$ cat src/rtl/jabhb_pkg.sv
package jabhb_pkg;

    typedef enum logic [1:0] {
        HB_IDLE  = 2'd0,
        HB_WAIT  = 2'd1,
        HB_PULSE = 2'd2
    } hb_state_e;

    function automatic int cnt_width(input int n);
        return (n > 1) ? $clog2(n) : 1;
    endfunction

endpackage

$ cat src/rtl/jabber_lockout.sv
module jabber_lockout #(
    parameter int JAB_CYC = 10_625_000,
    parameter int REL_CYC = 62_500_000
) (
    input  logic clk,
    input  logic rst_n,
    input  logic tx_en_i,
    input  logic mode_i,
    input  logic clr_i,
    output logic lock_o,
    output logic sticky_o
);
    import jabhb_pkg::*;

    localparam int RUN_W = cnt_width(JAB_CYC);
    localparam int REL_W = cnt_width(REL_CYC);
    localparam logic [RUN_W-1:0] RUN_LAST = RUN_W'(JAB_CYC - 1);
    localparam logic [REL_W-1:0] REL_LAST = REL_W'(REL_CYC - 1);

    typedef struct packed {
        logic [RUN_W-1:0] run;
        logic [REL_W-1:0] rel;
        logic             lock;
        logic             sticky;
    } jab_st_t;

    jab_st_t st_d, st_q;
    logic    declare;

    always_comb begin
        st_d    = st_q;
        declare = 1'b0;
        if (!mode_i) begin
            st_d.run  = '0;
            st_d.rel  = '0;
            st_d.lock = 1'b0;
        end else if (!st_q.lock) begin
            if (tx_en_i) begin
                if (st_q.run == RUN_LAST) begin
                    declare   = 1'b1;
                    st_d.lock = 1'b1;
                    st_d.run  = '0;
                    st_d.rel  = '0;
                end else begin
                    st_d.run = st_q.run + 1'b1;
                end
            end else begin
                st_d.run = '0;
            end
        end else begin
            if (tx_en_i) begin
                st_d.rel = '0;
            end else if (st_q.rel == REL_LAST) begin
                st_d.lock = 1'b0;
                st_d.rel  = '0;
            end else begin
                st_d.rel = st_q.rel + 1'b1;
            end
        end
        if (declare) begin
            st_d.sticky = 1'b1;
        end else if (clr_i) begin
            st_d.sticky = 1'b0;
        end
    end

    always_ff @(posedge clk) begin
        if (!rst_n) begin
            st_q <= '0;
        end else begin
            st_q <= st_d;
        end
    end

    assign lock_o   = st_q.lock;
    assign sticky_o = st_q.sticky;

    // a lockout only starts on an edge that sampled transmit enable high
    a_r3_declare_on_tx: assert property (@(posedge clk) disable iff (!rst_n)
        $rose(st_q.lock) |-> $past(tx_en_i));

    // a lockout ends in 10 Mb/s mode only after a quiet sample
    a_r5_release_quiet: assert property (@(posedge clk) disable iff (!rst_n)
        ($fell(st_q.lock) && $past(mode_i)) |-> !$past(tx_en_i));

    // outside 10 Mb/s mode no lockout survives the next edge
    a_r2_no_lock_fast: assert property (@(posedge clk) disable iff (!rst_n)
        !mode_i |=> !st_q.lock);

    // status drops only after a clear strobe
    a_r7_clear_only: assert property (@(posedge clk) disable iff (!rst_n)
        $fell(st_q.sticky) |-> $past(clr_i));

    // each new lockout leaves the status set
    a_r7_set_on_lock: assert property (@(posedge clk) disable iff (!rst_n)
        $rose(st_q.lock) |-> st_q.sticky);

endmodule

$ cat src/rtl/heartbeat_gen.sv
module heartbeat_gen #(
    parameter int DLY_CYC = 150,
    parameter int LEN_CYC = 125
) (
    input  logic clk,
    input  logic rst_n,
    input  logic tx_en_i,
    input  logic mode_i,
    input  logic hb_en_i,
    input  logic lock_i,
    output logic col_o
);
    import jabhb_pkg::*;

    localparam int MAXC  = (DLY_CYC > LEN_CYC) ? DLY_CYC : LEN_CYC;
    localparam int CNT_W = cnt_width(MAXC);
    localparam logic [CNT_W-1:0] DLY_LAST = CNT_W'(DLY_CYC - 1);
    localparam logic [CNT_W-1:0] LEN_LAST = CNT_W'(LEN_CYC - 1);

    typedef struct packed {
        hb_state_e        state;
        logic [CNT_W-1:0] cnt;
        logic             prev_tx;
    } hb_st_t;

    hb_st_t st_d, st_q;
    logic   frame_end;

    always_comb begin
        st_d         = st_q;
        st_d.prev_tx = tx_en_i;
        frame_end    = st_q.prev_tx && !tx_en_i;
        if (!mode_i) begin
            st_d.state = HB_IDLE;
            st_d.cnt   = '0;
        end else begin
            unique case (st_q.state)
                HB_IDLE: begin
                    if (frame_end && hb_en_i && !lock_i) begin
                        st_d.state = HB_WAIT;
                        st_d.cnt   = '0;
                    end
                end
                HB_WAIT: begin
                    if (st_q.cnt == DLY_LAST) begin
                        st_d.state = HB_PULSE;
                        st_d.cnt   = '0;
                    end else begin
                        st_d.cnt = st_q.cnt + 1'b1;
                    end
                end
                HB_PULSE: begin
                    if (st_q.cnt == LEN_LAST) begin
                        st_d.state = HB_IDLE;
                        st_d.cnt   = '0;
                    end else begin
                        st_d.cnt = st_q.cnt + 1'b1;
                    end
                end
                default: begin
                    st_d.state = HB_IDLE;
                    st_d.cnt   = '0;
                end
            endcase
        end
    end

    always_ff @(posedge clk) begin
        if (!rst_n) begin
            st_q <= '{state: HB_IDLE, cnt: '0, prev_tx: 1'b0};
        end else begin
            st_q <= st_d;
        end
    end

    assign col_o = (st_q.state == HB_PULSE);

    // a delay phase never begins on an edge where the lockout was active
    a_r10_no_hb_in_lock: assert property (@(posedge clk) disable iff (!rst_n)
        (st_q.state == HB_WAIT && $past(st_q.state) == HB_IDLE) |-> !$past(lock_i));

    // a delay phase never begins with heartbeat disabled
    a_r9_no_hb_disabled: assert property (@(posedge clk) disable iff (!rst_n)
        (st_q.state == HB_WAIT && $past(st_q.state) == HB_IDLE) |-> $past(hb_en_i));

    // the pulse is always preceded by the delay phase
    a_r8_pulse_after_wait: assert property (@(posedge clk) disable iff (!rst_n)
        $rose(col_o) |-> $past(st_q.state) == HB_WAIT);

    // leaving 10 Mb/s mode silences the collision output
    a_r11_abort_fast: assert property (@(posedge clk) disable iff (!rst_n)
        !mode_i |=> !col_o);

endmodule

$ cat src/rtl/sqe_jabber_guard.sv
module sqe_jabber_guard #(
    parameter int JAB_CYC    = 10_625_000,
    parameter int REL_CYC    = 62_500_000,
    parameter int HB_DLY_CYC = 150,
    parameter int HB_LEN_CYC = 125
) (
    input  logic clk,
    input  logic rst_n,
    input  logic tx_en_i,
    input  logic mode_10m_i,
    input  logic hb_en_i,
    input  logic jab_clr_i,
    output logic tx_en_o,
    output logic jab_lock_o,
    output logic jab_seen_o,
    output logic col_o
);

    logic lock;

    jabber_lockout #(
        .JAB_CYC (JAB_CYC),
        .REL_CYC (REL_CYC)
    ) u_jab (
        .clk      (clk),
        .rst_n    (rst_n),
        .tx_en_i  (tx_en_i),
        .mode_i   (mode_10m_i),
        .clr_i    (jab_clr_i),
        .lock_o   (lock),
        .sticky_o (jab_seen_o)
    );

    heartbeat_gen #(
        .DLY_CYC (HB_DLY_CYC),
        .LEN_CYC (HB_LEN_CYC)
    ) u_hb (
        .clk     (clk),
        .rst_n   (rst_n),
        .tx_en_i (tx_en_i),
        .mode_i  (mode_10m_i),
        .hb_en_i (hb_en_i),
        .lock_i  (lock),
        .col_o   (col_o)
    );

    assign tx_en_o    = tx_en_i & ~(lock & mode_10m_i);
    assign jab_lock_o = lock;

    // gated enable is low whenever the lockout holds in 10 Mb/s mode
    a_r6_blocked: assert property (@(posedge clk) disable iff (!rst_n)
        (jab_lock_o && mode_10m_i) |-> !tx_en_o);

    // outside 10 Mb/s mode the enable passes unchanged
    a_r2_passthru: assert property (@(posedge clk) disable iff (!rst_n)
        !mode_10m_i |-> (tx_en_o == tx_en_i));

endmodule

$ cat config.mk
export PLATFORM = sky130hd
export DESIGN_NAME = sqe_jabber_guard
export DESIGN_NICKNAME = d
export VERILOG_FILES = /design/src/rtl/jabhb_pkg.sv /design/src/rtl/jabber_lockout.sv /design/src/rtl/heartbeat_gen.sv /design/src/rtl/sqe_jabber_guard.sv
export SDC_FILE = /design/constraint.sdc
export NUM_CORES = 1
export LEC_CHECK = 0
export ABC_AREA = 1
export BUFFER_PORTS_ARGS = -buffer_cell sky130_fd_sc_hd__clkbuf_2
export CORE_MARGIN = 1.5
export CORE_UTILIZATION = 40
export CTS_BUF_LIST = sky130_fd_sc_hd__clkbuf_4 sky130_fd_sc_hd__clkbuf_8
export CTS_CLUSTER_DIAMETER = 80
export DETAILED_ROUTE_END_ITERATION = 10
export RECOVER_POWER = 25
export REMOVE_ABC_BUFFERS = 1
export SLEW_MARGIN = 20
export SYNTH_ARGS = -nofsm -noshare
export SYNTH_HDL_FRONTEND = slang
export SYNTH_HIERARCHICAL = 1
export SYNTH_SLANG_ARGS = --single-unit
$ cat constraint.sdc
create_clock -name clk -period 1.5 [get_ports clk]
set_clock_uncertainty 0.1 [all_clocks]
set_input_delay 0.15 -clock clk [delete_from_list [all_inputs] [get_ports clk]]
set_output_delay 0.15 -clock clk [all_outputs]
set_load 0.05 [all_outputs]
==> results of run 1 <==
-- Yosys cell counts --
library cell  count
a21oi_2           3
buf_6             2
nand4_1          20
o31ai_1           1
buf_4             1
nor2_1          103
nor4_1            1
a31oi_1           1
nor2_2            9
a21o_1            1
xnor2_1           3
or2_2             3
a21oi_1          24
nand3b_1          4
o21bai_1          2
clkbuf_1          2
nand3_1          60
nor3_2            2
o21ai_1           1
nor2_4            5
nand2_1         178
buf_2             3
clkinv_1          1
buf_8             1
o21ai_2           1
o21ai_0          10
ha_1              5
nor3_1           20
and2_1            1
inv_1           100
o2111ai_1         1
nand2_2          13
xor2_1           11
nand3_2           1
inv_2             4
o21a_1            1
dfxtp_1          63
nand2_4           7
-- power by group through the flow --
stage | Sequential, W | Combinational (W) | Clock [W]
global route | 0.00167 | 0.000210 | 0.00169
global placement | 0.00172 | 0.000146 | 0
CTS | 0.00168 | 0.000162 | 0.00163
finish | 0.00167 | 0.000197 | 0.00159
floorplan | 0.00172 | 0.0000828 | 0
detailed placement | 0.00172 | 0.000148 | 0
-- worst register-to-register path: stages (launching register included) --
cell	delay [ps]
dfxtp_4	370
ha_4	190
nand3_4	120
nor2_4	180
nand2_4	90
nor3_4	230
nand4_1	150
nand3_2	80
nor2_1	40
-- metrics by stage --
step           setup WS (ps)  utilization  std cells  cell area, um2
2_1_floorplan           -820            -        660            4050
3_3_place_gp            -178        0.513        903            5060
3_5_place_dp            -234        0.513        903            5060
4_1_cts                 -124        0.568        927            5610
5_1_grt                 -240        0.642        942            6330
6_report                -141        0.642        942            6330
-- flip-flops by register name, summed over array words and instances (netlist names) --
| name | cells |
|---|---|
| u_jab/lock_o | 1 |
| u_jab/sticky_o | 1 |
| u_hb/st_q | 11 |
| u_jab/st_q | 50 |
-- worst min-delay path by stage --
stage	depth (start not counted)	to	slack [ps]	start
after floorplan	2	u_hb/st_q[0]$_SDFF_PN0_	140	tx_en_i
after global placement	3	u_hb/st_q[0]$_SDFF_PN0_	280	rst_n
after detailed placement	3	u_hb/st_q[0]$_SDFF_PN0_	290	rst_n
after CTS	3	u_jab/st_q[29]$_SDFFE_PN0N_	50	mode_10m_i
after global routing	3	u_jab/lock_o$_SDFF_PN0_	120	tx_en_i
final	3	u_jab/lock_o$_SDFF_PN0_	90	tx_en_i
-- cell families after synthesis --
kind of cell	synth area share
XOR/XNOR	0.0298
adder cells (fa/ha/maj)	0.0152
AND/OR/NAND/NOR	0.472
AO/OA/AOI/OAI	0.0639
buffers and inverters	0.112
flip-flops	0.306
-- area by class of cell --
type	count	area (um2)
Timing Repair Buffer	130	1060
Sequential cell	63	1320
Clock inverter	6	67.6
Inverter	105	408
Fill cell	835	3530
Multi-Input combinational cell	495	3170
Clock buffer	10	138
Tap cell	133	166
-- metal layers --
| layer | up-vias | part of all wire |
|---|---|---|
| met5 | - | 0 |
| met4 | 0 | 0.022 |
| met3 | 29 | 0.036 |
| met2 | 109 | 0.51 |
| met1 | 2228 | 0.43 |
| li1 | 2374 | - |
-- repair_timing --
action,in CTS,in global routing
endpoints found under the hold margin,2,0
cloned,0,3
setup buffers,5,12
pin swaps,24,60
resized for setup,84,171
hold buffers,3,0
setup endpoints to repair,53,62
==> implementation parameters, run 1 <==
Parameter                              Value

Global route
  Most heavily used metal layer in global routing ... met2
  Total global routing overflow ... 0
  Pin count of the biggest net entering global routing ... 17
  Met3 Usage GRT ... 0.0351
  Number of antenna violations at the first check in global routing ... 0
  Global-route wire length before repair ... 19.9 mm
  Overall Global Routing Usage ... 0.222
  Met2 Usage GRT ... 0.373
  Global routing met1 resource utilization ... 0.282
  Via count of the first global-routing pass ... 4345

Cells and area
  Area growth, synth to finish ... 53.9%
  Number of diodes added for antenna fixing ... 0
  Fraction of final layout cells sized beyond drive strength 1 ... 0.449
  Commonest non-fill, non-tap cell in the layout ... nand2_1
  Commonest non-fill, non-tap cells in the layout ... nand2_1 (144), buf_4 (104), inv_1 (85)
  Nets@finish ... 815

Pwr
  Power Density ... 545 nW/um2
  Internal power ... 0.00255 W
  Post-layout power ... 0.00345 W
  Share of power burned in the clock network ... 0.460
  Highest ir drop seen on vdd ... 0.419 mV
  Proportion of power drawn by flip-flops and latches ... 0.483
  Share of total power in combinational logic ... 0.057
  Switching pwr ... 0.000901 W
  Switching part of the total power ... 0.261
  Leakage component of the power ... 2.73 nW

Timing
  Peak clock frequency supported by timing ... 609 MHz
  Number of slew-limit violations in the final report ... 0
  Relative slew slack ... 0.728
  Clock period minus final worst setup slack ... 1640 ps
  RSZ-0062 raised after global routing ... yes
  Worst hold slack after final layout ... 89.2 ps
  Post-route worst setup slack ... -141 ps
  Final total negative setup slack ... -2160 ps
  Final setup violation count ... 37
  Number of endpoints with negative hold slack in the final report ... 0
  Period utilisation layout ... 1.09
  Slew of the pin with the lowest slew margin ... 407 ps

Die
  Horiz. Die Dim ... 104 um
  Std cell rows ... 36
  Die Ht ... 104 um
  Total core area ... 9860 um2
  Die Outline Area ... 10900 um2
  Total I/O pin count ... 10
  Initial core utilization ... 0.417

Clocking
  H-tree Lvls ... 3
  Worst-Skew Late Latency ... 360 ps
  CTS tree ... done
  TritonCTS buffer count ... 9
  Clock tree buffer depth ... 2
  Clock input transition at the sequential cells of the worst setup and hold paths ... 80 ps
  Cell at the root of the clock tree ... clkbuf_8
  Number of clock sinks ... 63

Setup path
  Reg-to-reg slack, setup ... -140 ps
  Total buffers and inverters traversed by the critical path ... 0
  Cell with the largest stage delay on the worst path ... dfxtp_4
  Critical path destination ... u_jab/st_q[48]$_SDFFE_PN0N_
  Data arrival time at the worst-slack endpoint ... 1790 ps
  Critical Path Start Type ... flip-flop
  Crit Path Category ... reg2reg
  Worst endpoint required time ... 1650 ps
  Critical R2R Launch ... u_jab/st_q[29]$_SDFFE_PN0N_
  Maximum cell stage delay along the critical path ... 370 ps
  Beginning of the critical path ... u_jab/st_q[29]$_SDFFE_PN0N_
  Cells along the critical path ... ha_4 -> nand3_4 -> nor2_4 -> nand2_4 -> nor3_4 -> nand4_1 -> nand3_2 -> nor2_1
  Worst-case reg-to-reg path depth ... 8
  Kind of cell adding the most delay to the critical path ... simple AND/OR/NAND/NOR gates
  Critical R2R Capture ... u_jab/st_q[48]$_SDFFE_PN0N_
  CP endpoint kind ... flip-flop
  Largest driver fanout on the critical path ... 4
  Crit path depth ... 8

Synth
  Sequential area share after synthesis ... 0.306
  Top area cells in the synthesized netlist ... dfxtp_1 (31%), nand2_1 (16%), nor2_1 (9.4%)
  Netlist cell types ... 38
  Cell count after synthesis ... 669
  Cell area after technology mapping ... 4120 um2
  Number of synthesized register bits ... 63
  Post-Synthesis Mean Instance Area ... 6.15 um2
  Dominant cell type by area after synthesis ... dfxtp_1
  Portion of synthesized cell area occupied by the leading cell type ... 0.306
  Yosys warning count ... 6

Worst hold path
  Worst min-delay path class ... in2reg

Drt
  Post-route DRC violation count ... 0
  Detailed-route wire length ... 13.3 mm
  Iter 0 DRT Violations ... 336
  Avg WL per Cell ... 14.1 um
  DR vias/cell ... 5.03
  Routed Antenna Nets ... 0
  Via count ... 4740
  Pre-antenna DRT Iters ... 5

Place
  DPL Wire Length ... 8.50 mm
  Total of buffers placed on input and output ports ... 9
  Final weighted congestion of routability-driven global placement ... 0.910

Run status
  Result of the run ... finished with violations
  Violations in the final reports ... negative setup slack

Run
  Maximum Capacitance Violations ... 0
(Power assumes the default switching activity.)
==> run 2: changes to the inputs <==
--- a/config.mk
+++ b/config.mk
@@ -6,12 +6,13 @@
 export NUM_CORES = 1
 export LEC_CHECK = 0
 export ABC_AREA = 1
-export BUFFER_PORTS_ARGS = -buffer_cell sky130_fd_sc_hd__clkbuf_2
+export BUFFER_PORTS_ARGS = -buffer_cell sky130_fd_sc_hd__buf_2
 export CORE_MARGIN = 1.5
-export CORE_UTILIZATION = 40
+export CORE_UTILIZATION = 48
 export CTS_BUF_LIST = sky130_fd_sc_hd__clkbuf_4 sky130_fd_sc_hd__clkbuf_8
 export CTS_CLUSTER_DIAMETER = 80
 export DETAILED_ROUTE_END_ITERATION = 10
+export PLACE_DENSITY = 0.66
 export RECOVER_POWER = 25
 export REMOVE_ABC_BUFFERS = 1
 export SLEW_MARGIN = 20
==> implementation parameters, run 2 (synthesis gave the netlist of run 1 again) <==
Parameter                              Value

Worst hold path
  Worst hold stages ... 3
  Endpoint of the worst hold-timing path ... u_hb/st_q[0]$_SDFF_PN0_
  Hold Startpoint ... tx_en_i
  Worst min-delay path class ... in2reg

Cells and area
  Number of flip-flops under the largest register name ... 50
  Fraction of final layout cells sized beyond drive strength 1 ... 0.427
  Register with the highest flop count ... u_jab/st_q
  Nets@finish ... 806
  Biggest registers after layout ... u_jab/st_q (50), u_hb/st_q (11)
  Commonest non-fill, non-tap cell in the layout ... nand2_1
  Area growth, synth to finish ... 49.3%
  Utilization after layout ... 0.744
  Layout Cells excl Fill ... 904
  Final Instance Area ... 6150 um2
  Number of diodes added for antenna fixing ... 0
  Commonest non-fill, non-tap cells in the layout ... nand2_1 (151), buf_4 (96), inv_1 (86)

Global route
  Overall Global Routing Usage ... 0.292
  Global-route wire length before repair ... 20.8 mm
  Via count of the first global-routing pass ... 4595
  Total global routing overflow ... 0
  Number of antenna violations at the first check in global routing ... 0
  Pin count of the biggest net entering global routing ... 17

Drt
  Pre-antenna DRT Iters ... 5
  Via count ... 4805
  Post-route DRC violation count ... 0
  Iter 0 DRT Violations ... 265
  Detailed-route wire length ... 13.4 mm
  DR vias/cell ... 5.32
  Avg WL per Cell ... 14.8 um
  Routed Antenna Nets ... 0

Setup path
  Reg-to-reg slack, setup ... -180 ps
  Critical Path Start Type ... flip-flop
  Cell type with the highest occurrence count on the critical path ... nor2_1
  Critical R2R Capture ... u_jab/st_q[34]$_SDFFE_PN0N_
  Crit Path Category ... reg2reg
  Maximum cell stage delay along the critical path ... 360 ps
  Cells along the critical path ... nor2_1 -> nand3_1 -> nor3_4 -> nand2_2 -> nand2_4 -> buf_4 -> o21ai_0 -> inv_1 -> nor2_1
  CP endpoint kind ... flip-flop
  Largest driver fanout on the critical path ... 4
  Cell with the largest stage delay on the worst path ... dfxtp_4
  Critical R2R Launch ... u_jab/st_q[31]$_SDFFE_PN0N_
  Data arrival time at the worst-slack endpoint ... 1820 ps
  Worst endpoint required time ... 1640 ps
  Worst-case reg-to-reg path depth ... 9

Timing
  Period utilisation layout ... 1.12
  Post-route worst setup slack ... -176 ps
  Relative slew slack ... 0.637
  Clock period minus final worst setup slack ... 1680 ps
  Number of endpoints with negative hold slack in the final report ... 0
  Final setup violation count ... 51
  Peak clock frequency supported by timing ... 597 MHz
  RSZ-0062 raised after global routing ... yes
  Number of slew-limit violations in the final report ... 0
  Slew of the pin with the lowest slew margin ... 545 ps

Place
  Placed Cells ... 872
  Cell area after placement ... 4980 um2
  DPL Wire Length ... 8.60 mm
  Final weighted congestion of routability-driven global placement ... 0.975
  Total of buffers placed on input and output ports ... 9

Die
  Std cell rows ... 33
  Initial core utilization ... 0.498
  Die Outline Area ... 9140 um2
  Total I/O pin count ... 10
  Total core area ... 8260 um2
  Die Ht ... 95.6 um
  Horiz. Die Dim ... 95.6 um

Pwr
  Highest ir drop seen on vdd ... 0.394 mV
  Post-layout power ... 0.00356 W
  Share of total power in combinational logic ... 0.055
  Switching part of the total power ... 0.236
  Power Density ... 579 nW/um2
  Internal power ... 0.00272 W
  Switching pwr ... 0.000839 W
  Leakage component of the power ... 2.62 nW
  Proportion of power drawn by flip-flops and latches ... 0.471
  Share of power burned in the clock network ... 0.475

Clocking
  Cell at the root of the clock tree ... clkbuf_8
  TritonCTS buffer count ... 9
  H-tree Lvls ... 3
  Clock input transition at the sequential cells of the worst setup and hold paths ... 70 ps
  Number of clock sinks ... 63
  Clock tree buffer depth ... 2
  CTS tree ... done
  Worst-Skew Late Latency ... 350 ps

Run
  Maximum Capacitance Violations ... 0

Run status
  Violations in the final reports ... negative setup slack
  Result of the run ... finished with violations
==> run 2: stage by stage <==
step | TNS [ps] | worst slack (ps) | hold slack [ps]
floorplan | -33130 | -820 | 143
global placement | -5420 | -176 | 274
global route | -8080 | -252 | 86.4
finish | -4090 | -176 | 56.1
detailed placement | -8560 | -257 | 289
CTS | -1490 | -73.8 | 28.0
==> run 2: worst max path at each step <==
stage                                 from                           to  slack (ps)  cells past startpoint
2_1_floorplan      u_jab/lock_o$_SDFF_PN0_  u_jab/st_q[13]$_SDFFE_PN0P_        -820                      6
3_3_place_gp   u_jab/st_q[28]$_SDFFE_PN0N_  u_jab/st_q[22]$_SDFFE_PN0P_        -180                      8
3_5_place_dp   u_jab/st_q[28]$_SDFFE_PN0N_  u_jab/st_q[22]$_SDFFE_PN0P_        -260                      8
4_1_cts        u_jab/st_q[29]$_SDFFE_PN0N_  u_jab/st_q[25]$_SDFFE_PN0P_         -70                      8
5_1_grt        u_jab/st_q[31]$_SDFFE_PN0N_  u_jab/st_q[34]$_SDFFE_PN0N_        -250                      9
6_report       u_jab/st_q[31]$_SDFFE_PN0N_  u_jab/st_q[34]$_SDFFE_PN0N_        -180                      9
==> run 2: what timing repair did <==
| item | in CTS | in global routing |
|---|---|---|
| pin swaps | 33 | 39 |
| endpoints found under the setup margin | 54 | 58 |
| resized for setup | 101 | 131 |
| endpoints found under the hold margin | 2 | 0 |
| hold buffers | 2 | 0 |
| buffers inserted | 7 | 5 |
| cloned | 2 | 1 |
==> run 2: final cells by class <==
cell class                      count  area (um2)
Clock inverter                      4        70.1
Timing Repair Buffer              121         972
Fill cell                         616        2110
Sequential cell                    63        1320
Inverter                          105         403
Clock buffer                       11         145
Multi-Input combinational cell    495        3110
Tap cell                          105         131
==> run 2: power by group through the flow <==
stage / Sequential [W] / Clock, W / Combinational (W)
finish: 0.00168 / 0.00169 / 0.000194
global route: 0.00168 / 0.00181 / 0.000209
CTS: 0.00168 / 0.00170 / 0.000178
detailed placement: 0.00172 / 0 / 0.000150
global placement: 0.00172 / 0 / 0.000148
floorplan: 0.00172 / 0 / 0.0000828
==> run 2: layer usage <==
layer / GRT usage / wire length [um]
met5: 0 / 0
met4: 0.114 / 498
met3: 0.0486 / 739
met2: 0.507 / 6720
met1: 0.356 / 5460
==> run 2: critical path: cells and delay by family (launching register included) <==
family / cells / cell delay [ps]
simple gates: 6 / 780
flops: 1 / 360
buf+inv: 2 / 220
compound gates: 1 / 100
